## config.mk

```make
export PLATFORM = sky130hd
export DESIGN_NAME = lgimm_mask_dec
export DESIGN_NICKNAME = d
export VERILOG_FILES = /design/src/rtl/lgimm_pkg.sv /design/src/rtl/lgimm_size_det.sv /design/src/rtl/lgimm_elem_gen.sv /design/src/rtl/lgimm_replicate.sv /design/src/rtl/lgimm_mask_dec.sv
export SDC_FILE = /design/constraint.sdc
export NUM_CORES = 1
export LEC_CHECK = 0
export BUFFER_PORTS_ARGS = -buffer_cell sky130_fd_sc_hd__buf_2
export CELL_PAD_IN_SITES_DETAIL_PLACEMENT = 0
export CELL_PAD_IN_SITES_GLOBAL_PLACEMENT = 2
export CORE_ASPECT_RATIO = 1.4
export CORE_UTILIZATION = 37
export DETAILED_ROUTE_END_ITERATION = 12
export HOLD_SLACK_MARGIN = 0.02
export PLACE_DENSITY = 0.81
export REMOVE_ABC_BUFFERS = 1
export SYNTH_ARGS = -nofsm -noshare
export SYNTH_HDL_FRONTEND = slang
export SYNTH_SLANG_ARGS = --single-unit
```

## constraint.sdc

```tcl
create_clock -name clk -period 0.8 [get_ports clk]
set_input_delay 0.08 -clock clk [delete_from_list [all_inputs] [get_ports clk]]
set_output_delay 0.08 -clock clk [all_outputs]
set_load 0.03 [all_outputs]
```

## src/rtl/lgimm_pkg.sv

```systemverilog
package lgimm_pkg;
  localparam int MASK_W = 64;
  localparam int FLD_W  = 6;
  localparam int EXP_W  = 3;
  localparam int SRCH_W = FLD_W + 1;

  // position of the highest set bit of the search word
  function automatic logic [EXP_W-1:0] top_one(input logic [SRCH_W-1:0] v);
    logic [EXP_W-1:0] p;
    p = '0;
    for (int i = 0; i < SRCH_W; i++) begin
      if (v[i]) p = EXP_W'(i);
    end
    return p;
  endfunction

  // all-ones mask below the element width
  function automatic logic [FLD_W-1:0] level_of(input logic [EXP_W-1:0] k);
    logic [FLD_W:0] one_hot;
    one_hot = (FLD_W+1)'(1) << k;
    return FLD_W'(one_hot - 1'b1);
  endfunction

  // low-order run of s+1 ones
  function automatic logic [MASK_W-1:0] run_of(input logic [FLD_W-1:0] s);
    logic [MASK_W-1:0] v;
    for (int j = 0; j < MASK_W; j++) begin
      v[j] = (FLD_W'(j) <= s) && (j < MASK_W);
    end
    return v;
  endfunction

  // rotate right by r inside an element of width lvl+1, zero above it
  function automatic logic [MASK_W-1:0] rot_in_elem(input logic [MASK_W-1:0] run,
                                                   input logic [FLD_W-1:0]  r,
                                                   input logic [FLD_W-1:0]  lvl);
    logic [MASK_W-1:0] v;
    logic [FLD_W-1:0]  src;
    for (int j = 0; j < MASK_W; j++) begin
      src  = (FLD_W'(j) + r) & lvl;
      v[j] = (FLD_W'(j) <= lvl) ? run[src] : 1'b0;
    end
    return v;
  endfunction

  // copy element bit (i & lvl) into every bit i
  function automatic logic [MASK_W-1:0] tile(input logic [MASK_W-1:0] elem,
                                             input logic [FLD_W-1:0]  lvl);
    logic [MASK_W-1:0] v;
    for (int i = 0; i < MASK_W; i++) begin
      v[i] = elem[FLD_W'(i) & lvl];
    end
    return v;
  endfunction
endpackage

```

## src/rtl/lgimm_size_det.sv

```systemverilog
module lgimm_size_det
  import lgimm_pkg::*;
(
  input  logic             wide_sel,
  input  logic [FLD_W-1:0] run_fld,
  output logic [EXP_W-1:0] exp_k,
  output logic [FLD_W-1:0] lvl,
  output logic             size_rsv
);
  logic [SRCH_W-1:0] srch;

  assign srch     = {wide_sel, ~run_fld};
  assign exp_k    = top_one(srch);
  assign lvl      = level_of(exp_k);
  assign size_rsv = (srch[SRCH_W-1:1] == '0);
endmodule

```

## src/rtl/lgimm_elem_gen.sv

```systemverilog
module lgimm_elem_gen
  import lgimm_pkg::*;
(
  input  logic [FLD_W-1:0]  run_fld,
  input  logic [FLD_W-1:0]  rot_fld,
  input  logic [FLD_W-1:0]  lvl,
  output logic [MASK_W-1:0] elem,
  output logic              run_full
);
  logic [FLD_W-1:0]  s_len;
  logic [FLD_W-1:0]  r_amt;
  logic [MASK_W-1:0] run;

  assign s_len    = run_fld & lvl;
  assign r_amt    = rot_fld & lvl;
  assign run_full = (s_len == lvl);
  assign run      = run_of(s_len);
  assign elem     = rot_in_elem(run, r_amt, lvl);
endmodule

```

## src/rtl/lgimm_replicate.sv

```systemverilog
module lgimm_replicate
  import lgimm_pkg::*;
(
  input  logic [MASK_W-1:0] elem,
  input  logic [FLD_W-1:0]  lvl,
  output logic [MASK_W-1:0] filled
);
  assign filled = tile(elem, lvl);
endmodule

```

## src/rtl/lgimm_mask_dec.sv

```systemverilog
module lgimm_mask_dec
  import lgimm_pkg::*;
#(
  parameter bit OUT_REG = 1'b1
) (
  input  logic              clk,
  input  logic              rst_n,
  input  logic              in_vld,
  input  logic              wide_sel,
  input  logic [FLD_W-1:0]  run_fld,
  input  logic [FLD_W-1:0]  rot_fld,
  output logic              out_vld,
  output logic [MASK_W-1:0] mask_o,
  output logic              bad_enc_o
);
  logic [EXP_W-1:0]  exp_c;
  logic [FLD_W-1:0]  lvl_c;
  logic              size_rsv;
  logic              run_full;
  logic [MASK_W-1:0] elem_c;
  logic [MASK_W-1:0] tiled_c;
  logic              illegal_c;
  logic [MASK_W-1:0] mask_c;

  lgimm_size_det u_size (
    .wide_sel (wide_sel),
    .run_fld  (run_fld),
    .exp_k    (exp_c),
    .lvl      (lvl_c),
    .size_rsv (size_rsv)
  );

  lgimm_elem_gen u_elem (
    .run_fld  (run_fld),
    .rot_fld  (rot_fld),
    .lvl      (lvl_c),
    .elem     (elem_c),
    .run_full (run_full)
  );

  lgimm_replicate u_rep (
    .elem   (elem_c),
    .lvl    (lvl_c),
    .filled (tiled_c)
  );

  assign illegal_c = size_rsv | run_full;
  assign mask_c    = illegal_c ? '0 : tiled_c;

  generate
    if (OUT_REG) begin : g_reg
      always_ff @(posedge clk or negedge rst_n) begin
        if (!rst_n) begin
          out_vld   <= 1'b0;
          mask_o    <= '0;
          bad_enc_o <= 1'b0;
        end else begin
          out_vld   <= in_vld;
          mask_o    <= mask_c;
          bad_enc_o <= illegal_c;
        end
      end
    end else begin : g_comb
      assign out_vld   = in_vld;
      assign mask_o    = mask_c;
      assign bad_enc_o = illegal_c;
    end
  endgenerate
endmodule

```

==> results of run 1 <==
per-layer routing:
| layer | GRT overflow | global-route usage (%) |
|---|---|---|
| met1 | 0 | 56.0 |
| met5 | 0 | 3.35 |
| met2 | 2 | 77.6 |
| met4 | 1 | 53.4 |
| met3 | 0 | 28.4 |
per-stage QoR:
stage | setup TNS [ns] | instances | setup WS, ns | instance area (um^2) | hold slack (ns)
floorplan | -368.88 | 1861 | -6.35 | 13400 | -0.216
global placement | -254.57 | 3296 | -4.36 | 21100 | -0.00729
detailed placement | -260.93 | 3296 | -4.46 | 21100 | 0.00535
CTS | -203.66 | 3405 | -3.26 | 24500 | 0.191
timing repair:
| action | in CTS |
|---|---|
| gates resized for setup | 519 |
| endpoints found under the setup margin | 131 |
| pin swaps | 108 |
| hold buffers | 2 |
| buffers inserted | 95 |
| endpoints found under the hold margin | 67 |
| cloned | 3 |
cells by family after synthesis:
kind of cell | count (synthesis)
buffers and inverters | 199
AOI/OAI and AO/OA | 774
xor gates and xnor gates | 64
DFF | 66
adders and majority gates | 22
muxes | 100
and+or+nand+nor | 804
==> metrics.txt, run 1 <==
status=did not finish; Last stage=global routing; Stop Error=[ERROR GRT-0116] Global routing finished with congestion. Check the congestion regions in the DRC Viewer.; Root Driver=clkbuf_16; largest net degree at the start of global routing=43; Seq cells post-synth=66; Post-Syn Area=0.0142 mm^2; multiplexer share of the synthesized area=slightly above 8%; post-synthesis simple-gate area fraction=approximately 28%; # clock sinks=66; first-pass GRT wire length=157 mm; GRT Total Usage=54.2%; count leader, synth=nor2_1; FFs w/ async S/R, synth=100%; total grt overflow=3; Synth Area in XOR/XNOR=slightly below 4%; share of the synthesized area in the top cell type=roughly an eighth; initial core utilization=a little under two fifths; clk buf depth=2; Compound-Gate Fraction of Synth Area=39.2%; main flop type after synthesis=dfrtp_1; Die H=~230 um; Syn Area/Cell=between 6 and 7 um^2; Top Ports=82; largest family of logic cells by synthesized area=compound AO/OA/AOI/OAI gates; EDFF count, synth=0; I/O Buffers=81; top cells by area, synth=dfrtp_1 (12%), a21oi_1 (5.2%), nor2_1 (5.1%), nand2_1 (4.9%), mux2i_1 (4.8%); adder-cell share of the synthesized area=1.92%; number of global-route vias before repair=~24000; sequential share of the synthesized area=about an eighth; Post-Synthesis Cells=2029; H-tree levels=3; total CTS buffers=9; Die Width=~170 um; largest area contributor in the netlist=dfrtp_1; Core Rows=84; Synth top cells by count=nor2_1 (192), nand2_1 (187), a21oi_1 (148); Final GP Congestion=around 1.2; DP HPWL=a little over 70 mm; Synth Warn #=0; Unique masters post-synth=123
==> run 2, diff against run 1 <==
--- a/config.mk
+++ b/config.mk
@@ -6,13 +6,9 @@
 export NUM_CORES = 1
 export LEC_CHECK = 0
 export BUFFER_PORTS_ARGS = -buffer_cell sky130_fd_sc_hd__buf_2
-export CELL_PAD_IN_SITES_DETAIL_PLACEMENT = 0
-export CELL_PAD_IN_SITES_GLOBAL_PLACEMENT = 2
-export CORE_ASPECT_RATIO = 1.4
-export CORE_UTILIZATION = 37
+export CORE_UTILIZATION = 25
 export DETAILED_ROUTE_END_ITERATION = 12
-export HOLD_SLACK_MARGIN = 0.02
-export PLACE_DENSITY = 0.81
+export PLACE_DENSITY_LB_ADDON = 0.15
 export REMOVE_ABC_BUFFERS = 1
 export SYNTH_ARGS = -nofsm -noshare
 export SYNTH_HDL_FRONTEND = slang
==> run 2 against run 1 <==
  * The flow now finishes, with violations (negative setup slack)
  * Area after synthesis is the same
  * Synthesized cell count stayed put
==> metrics.txt, run 2 <==
Arr. time, crit path=4.49 ns; Top Ports=82 (unchanged); count leader, synth=nor2_1 (unchanged); max reg flops=64; Die H=240 um (was 234 um); Root Driver=clkbuf_16 (unchanged); f_max=around 230 MHz; Setup CP Type=input pin to flip-flop; DRC=0; FFs w/ async S/R, synth=100% (unchanged); RSZ-0062 raised after global routing=yes; slew margin rel.=45.6%; startpoint types=input pin; Leak=about 12 nW; largest area contributor in the netlist=dfrtp_1 (unchanged); Unique masters post-synth=123 (unchanged); CTS tree=yes; CTS clk-pin slew, worst paths=about 0.060 ns; share of post-route cells with drive strength above 1=roughly 56%; commonest non-fill, non-tap cell in the layout=buf_4; Worst setup EP type=flip-flop; CP Data Required Time=around 1 ns; Pwr Density=approximately 1500 mW/mm^2; GRT Total Usage=35.6%; multiplexer share of the synthesized area=8.20% (unchanged); drt initial violations=1941; Post-Synthesis Cells=2029 (unchanged); Period minus WS final=between 4 and 5 ns; main flop type after synthesis=dfrtp_1 (unchanged); # clock sinks=66 (unchanged); Final nets=3065; clk buf depth=2 (unchanged); Worst Tran Pin Value=~0.8 ns; Core Rows=86 (was 84); router iterations before antenna repair=5; Vias/cell=approximately 5.8; pre-CTS setup slack=-4.51 ns (was -4.46 ns); HP Class=input pin to asynchronous set/reset pin; antenna violations before repair=0; setup_tns=-213.21 ns; DP HPWL=85.2 mm (was 71.5 mm); Post-Route WL=approximately 110 mm; total grt overflow=0; Final ANT Viol Nets=0; Max VDD drop=2.05 mV; number of global-route vias before repair=between 20000 and 25000; Max Cap Viol=0; final setup violation count=about 130; total CTS buffers=9 (unchanged); max-slew violations=0; Synth Warn #=0 (unchanged); share of the synthesized area in the top cell type=11.6% (unchanged); Synth Area in XOR/XNOR=3.95% (unchanged); Final GP Congestion=1.03 (was 1.24); top cells by area, synth=dfrtp_1 (12%), a21oi_1 (5.2%), nor2_1 (5.1%), nand2_1 (4.9%), mux2i_1 (4.8%) (unchanged); largest registers=mask_o x64, bad_enc_o x1, out_vld x1; most frequent cells in the layout=buf_4 (970), nand2_1 (177), nor2_1 (153); I/O Buffers=81 (unchanged); Top reg by flops=mask_o; first-pass GRT wire length=around 150 mm; failing checks=negative setup slack; largest family of logic cells by synthesized area=compound AO/OA/AOI/OAI gates (unchanged); Synth top cells by count=nor2_1 (192), nand2_1 (187), a21oi_1 (148) (unchanged); Core Footprint=around 0.056 mm^2; status=finished with violations (was did not finish); Final WS setup=-3.48 ns; Post-Syn Area=0.0142 mm^2 (unchanged); initial core utilization=25.5% (was 37.6%); CP max FO=9; final instance count without filler cells=3781; Util after Layout=48.6%; adder-cell share of the synthesized area=1.92% (unchanged); area of the die=0.0578 mm^2; vias=between 20000 and 25000; largest net degree at the start of global routing=67; sequential share of the synthesized area=11.6% (unchanged); Tcrit/Tclk final=535%; EDFF count, synth=0 (unchanged); Seq cells post-synth=66 (unchanged); post-synthesis simple-gate area fraction=28.5% (unchanged); Compound-Gate Fraction of Synth Area=39.2% (unchanged); Die Width=240 um (was 168 um); Fin. Hold Viols=0; drt wl/cell=27.8 um; placed cells=3665 (was 3296); Area Growth Syn to Fin=90.4%; H-tree levels=3 (unchanged); Syn Area/Cell=7.00 um^2 (unchanged)
-- run 2: metrics by stage --
stage	power [W]	hold slack [ns]	area (um^2)
2_1_floorplan	0.0156	-0.216	13400
3_3_place_gp	0.0288	0.110	22300
3_5_place_dp	0.0288	0.114	22300
4_1_cts	0.0367	0.291	25400
5_1_grt	0.0412	0.346	27000
6_report	0.0396	0.286	27000
-- run 2: what timing repair did --
action	CTS	global route
hold buffers	2	0
endpoints found under the setup margin	131	131
buffers inserted	66	42
pin swaps	95	97
gates resized for setup	535	326
endpoints found under the hold margin	67	0
cloned	1	1
-- run 2: cells by family (layout without fill, tap and decap cells) --
| logic type | Yosys count | after routing |
|---|---|---|
| other | 0 | 1 |
| buffers and inverters | 199 | 1202 |
| adders and majority gates | 22 | 22 |
| AOI/OAI and AO/OA | 774 | 774 |
| xor gates and xnor gates | 64 | 64 |
| DFF | 66 | 66 |
| muxes | 100 | 100 |
| and+or+nand+nor | 804 | 804 |
-- run 2: metal layers --
metal	wire, um	GRT usage (%)
met5	0	0
met4	7490	21.9
met3	6750	4.03
met2	47400	57.3
met1	43500	45.2
-- run 2: final cells by class --
type                            instances  area (um^2)
Antenna cell                            1         2.50
Clock buffer                            9          225
Clock inverter                          6         67.6
Fill cell                            5561        28600
Inverter                               31          134
Multi-Input combinational cell       1764        14500
Sequential cell                        66         1650
Tap cell                              748          936
Timing Repair Buffer                 1156         9540
-- run 2: worst max path at each step --
stage | from | slack (ns) | end | cells past startpoint
6_report | run_fld[5] | -3.48 | mask_o[61]$_DFF_PN0_ | 19
5_1_grt | run_fld[5] | -3.54 | mask_o[63]$_DFF_PN0_ | 25
4_1_cts | run_fld[4] | -3.42 | mask_o[61]$_DFF_PN0_ | 24
3_5_place_dp | run_fld[5] | -4.51 | mask_o[47]$_DFF_PN0_ | 18
3_3_place_gp | run_fld[5] | -4.44 | mask_o[58]$_DFF_PN0_ | 22
2_1_floorplan | run_fld[5] | -6.35 | mask_o[31]$_DFF_PN0_ | 19
-- run 2: where the power goes --
part	internal, W	leakage [nW]	switching, W
Sequential	0.00422	0.793	0.000436
Combinational	0.0144	10.7	0.0166
Clock	0.00240	0.138	0.00145
Total	0.0211	11.6	0.0185
-- run 2: critical path: stages --
cell and delay [ns]:
buf_8 0.08, nand4_4 0.09, or3_4 0.40, ha_4 0.34, buf_12 0.12, and2b_2 0.26, buf_6 0.17, o21ai_1 0.14
buf_4 0.13, a21boi_2 0.07, or2_2 0.31, mux4_2 0.58, buf_4 0.19, mux2_2 0.28, mux2i_2 0.20, nor2_1 0.09
a211oi_1 0.41, o31ai_1 0.17, a221o_1 0.38
Note: power is estimated with default switching activity, not from simulation.
==> run 3, diff against run 2 <==
--- a/config.mk
+++ b/config.mk
@@ -6,6 +6,7 @@
 export NUM_CORES = 1
 export LEC_CHECK = 0
 export BUFFER_PORTS_ARGS = -buffer_cell sky130_fd_sc_hd__buf_2
+export CORE_ASPECT_RATIO = 0.6
 export CORE_UTILIZATION = 25
 export DETAILED_ROUTE_END_ITERATION = 12
 export PLACE_DENSITY_LB_ADDON = 0.15
==> run 3 against run 2 <==
  * Sequential cell count stayed put
  * Routed wire length increased by 10%
  * Final area fell by 2.0%
  * Clock-buffer cell count is 1 higher
  * Global-route usage is 3.6 points higher
  * Sequential power down 2%
  * The flow still finishes with violations (negative setup slack)
==> metrics.txt, run 3 (synthesis gave the netlist of run 2 again) <==
Final nets=3044 (was 3065); Worst Tran Pin Value=0.875 ns (was 0.807 ns); critical path endpoint=mask_o[55]$_DFF_PN0_ (was mask_o[61]$_DFF_PN0_); failing checks=negative setup slack (unchanged); most frequent cells in the layout=buf_4 (969), nand2_1 (176), nor2_1 (166) (was buf_4 (970), nand2_1 (177), nor2_1 (153)); status=finished with violations (unchanged); Top Ports=82 (unchanged); slew margin rel.=41.6% (was 45.6%); vias=22600 (was 22100); Final GP Congestion=1.05 (was 1.03); max reg flops=64 (unchanged); CP max FO=6 (was 9); CTS clk-pin slew, worst paths=0.06 ns (about the same); commonest non-fill, non-tap cell in the layout=buf_4 (unchanged); H-tree levels=3 (unchanged); CP Cell Sequence=buf_6, or3_4, buf_6, ha_4, nor4_4, nor2_2, buf_6, inv_6, ha_4, inv_2, a2111oi_4, buf_4, nor2_4, nor2_1, buf_4, buf_6, buf_4, a211oi_2, o32a_1, o211ai_1, o32ai_4, a211oi_4, nand2_1, a311oi_1 (was buf_8, nand4_4, or3_4, ha_4, buf_12, and2b_2, buf_6, o21ai_1, buf_4, a21boi_2, or2_2, mux4_2, buf_4, mux2_2, mux2i_2, nor2_1, a211oi_1, o31ai_1, a221o_1); Fin. Hold Viols=0 (unchanged); CTS tree=yes (unchanged); Period minus WS final=4.35 ns (was 4.28 ns); max-slew violations=0 (unchanged); initial core utilization=25.4% (was 25.5%); Worst setup EP type=flip-flop (unchanged); Vias/cell=5.99 (was 5.84); Max VDD drop=1.12 mV (was 2.05 mV); Hold WS=0.218 ns (was 0.286 ns); slowest cell delay on critical path=0.42 ns (was 0.58 ns); router iterations before antenna repair=6 (was 5); crit path launch=wide_sel (was run_fld[5]); # clock sinks=66 (unchanged); final setup violation count=131 (unchanged); Root Driver=clkbuf_16 (unchanged); Core Rows=67 (was 86); Leak=11.4 nW (was 11.6 nW); startpoint types=input pin (unchanged); slowest CP cell=or3_4 (was mux4_2); Core Footprint=0.0560 mm^2 (was 0.0556 mm^2); Setup CP Type=input pin to flip-flop (unchanged); antenna violations before repair=3 (was 0); total grt overflow=0 (unchanged); CP Data Required Time=1.05 ns (was 1.01 ns); share of post-route cells with drive strength above 1=54.2% (was 55.6%); CP most frequent cell=buf_6 (was buf_4); Die Width=310 um (was 240 um); drt wl/cell=30.8 um (was 27.8 um); setup_tns=-221.43 ns (was -213.21 ns); Final ANT Viol Nets=0 (unchanged); drt initial violations=2965 (was 1941); Post-Route WL=116 mm (was 105 mm); I/O Buffers=81 (unchanged); Max Cap Viol=0 (unchanged); DP HPWL=95.0 mm (was 85.2 mm); Area Growth Syn to Fin=86.6% (was 90.4%); Tcrit/Tclk final=544% (was 535%); FILL cells=5649 (was 5561); GRT Total Usage=39.1% (was 35.6%); total CTS buffers=9 (unchanged); f_max=230 MHz (was 234 MHz); Final WS setup=-3.55 ns (was -3.48 ns); Pwr Density=1480 mW/mm^2 (was 1460 mW/mm^2); area of the die=0.0578 mm^2 (about the same); largest registers=mask_o x64, bad_enc_o x1, out_vld x1 (unchanged); Top reg by flops=mask_o (unchanged); number of global-route vias before repair=21400 (about the same); Die H=187 um (was 240 um); HP Class=input pin to asynchronous set/reset pin (unchanged); RSZ-0062 raised after global routing=yes (unchanged); Arr. time, crit path=4.60 ns (was 4.49 ns); clk buf depth=2 (unchanged); first-pass GRT wire length=161 mm (was 149 mm); largest net degree at the start of global routing=42 (was 67); DRC=0 (unchanged)
[run 3: worst max-delay path: cells and delay by family]
kind                       cells  cell delay [ns]
and+or+nand+nor                6             1.14
AOI/OAI and AO/OA              7             1.86
adders and majority gates      2             0.35
buffers and inverters          9             1.15
[run 3: timing repair]
action                                 4_1_cts  5_1_grt
pin swaps                                  123       90
gates cloned                                 1        0
gates resized for setup                    444      242
endpoints found under the hold margin       67        0
hold buffers                                 2        0
buffers inserted                            62       34
setup endpoints to repair                  131      131
[run 3: area by class of cell]
cell class	count	area [um^2]	share of cell area, %
inverters	31	124	0.468
diodes	2	5.00	0.0189
clock inverters	6	90.1	0.340
multi-input cells	1764	14200	53.8
clock buffers	10	239	0.902
flip-flops and latches	66	1650	6.24
repair buffers	1135	9190	34.7
well taps	759	950	3.59
[run 3: power breakdown]
part	total, W	internal (W)	switching, W
clock	0.00452	0.00282	0.00170
combinational	0.0302	0.0133	0.0169
sequential	0.00455	0.00421	0.000342
total	0.0392	0.0203	0.0189
[run 3: routing by layer]
layer	track usage, %	part of all wire (%)	vias to the layer above	wire, um
met2	49.2	36	1400	42100
met4	5.10	1.4	4	1670
li1	-	-	9860	-
met1	59.8	47	11200	54500
met5	0	0.054	-	63
met3	17.8	15	104	17700
[run 3: worst min-delay path by stage]
| stage | cells after the start | endpoint | slack (ns) |
|---|---|---|---|
| 2_1_floorplan | 0 | bad_enc_o$_DFF_PN0_ | -0.22 |
| 3_3_place_gp | 1 | mask_o[33]$_DFF_PN0_ | 0.02 |
| 3_5_place_dp | 1 | mask_o[33]$_DFF_PN0_ | 0.03 |
| 4_1_cts | 2 | mask_o[17]$_DFF_PN0_ | 0.21 |
| 5_1_grt | 2 | mask_o[33]$_DFF_PN0_ | 0.21 |
| 6_report | 2 | mask_o[17]$_DFF_PN0_ | 0.22 |
[run 3: stage by stage]
step	instances	cell area, um^2	util (%)	total power (W)	setup WS (ns)
final	3773	26500	47.3	0.0392	-3.55
after global routing	3771	26500	47.3	0.0408	-3.62
after CTS	3750	25200	45.0	0.0367	-3.46
after detailed placement	3675	22400	40.0	0.0290	-4.78
after global placement	3675	22400	40.0	0.0291	-4.75
after floorplan	1861	13400	-	0.0156	-6.35
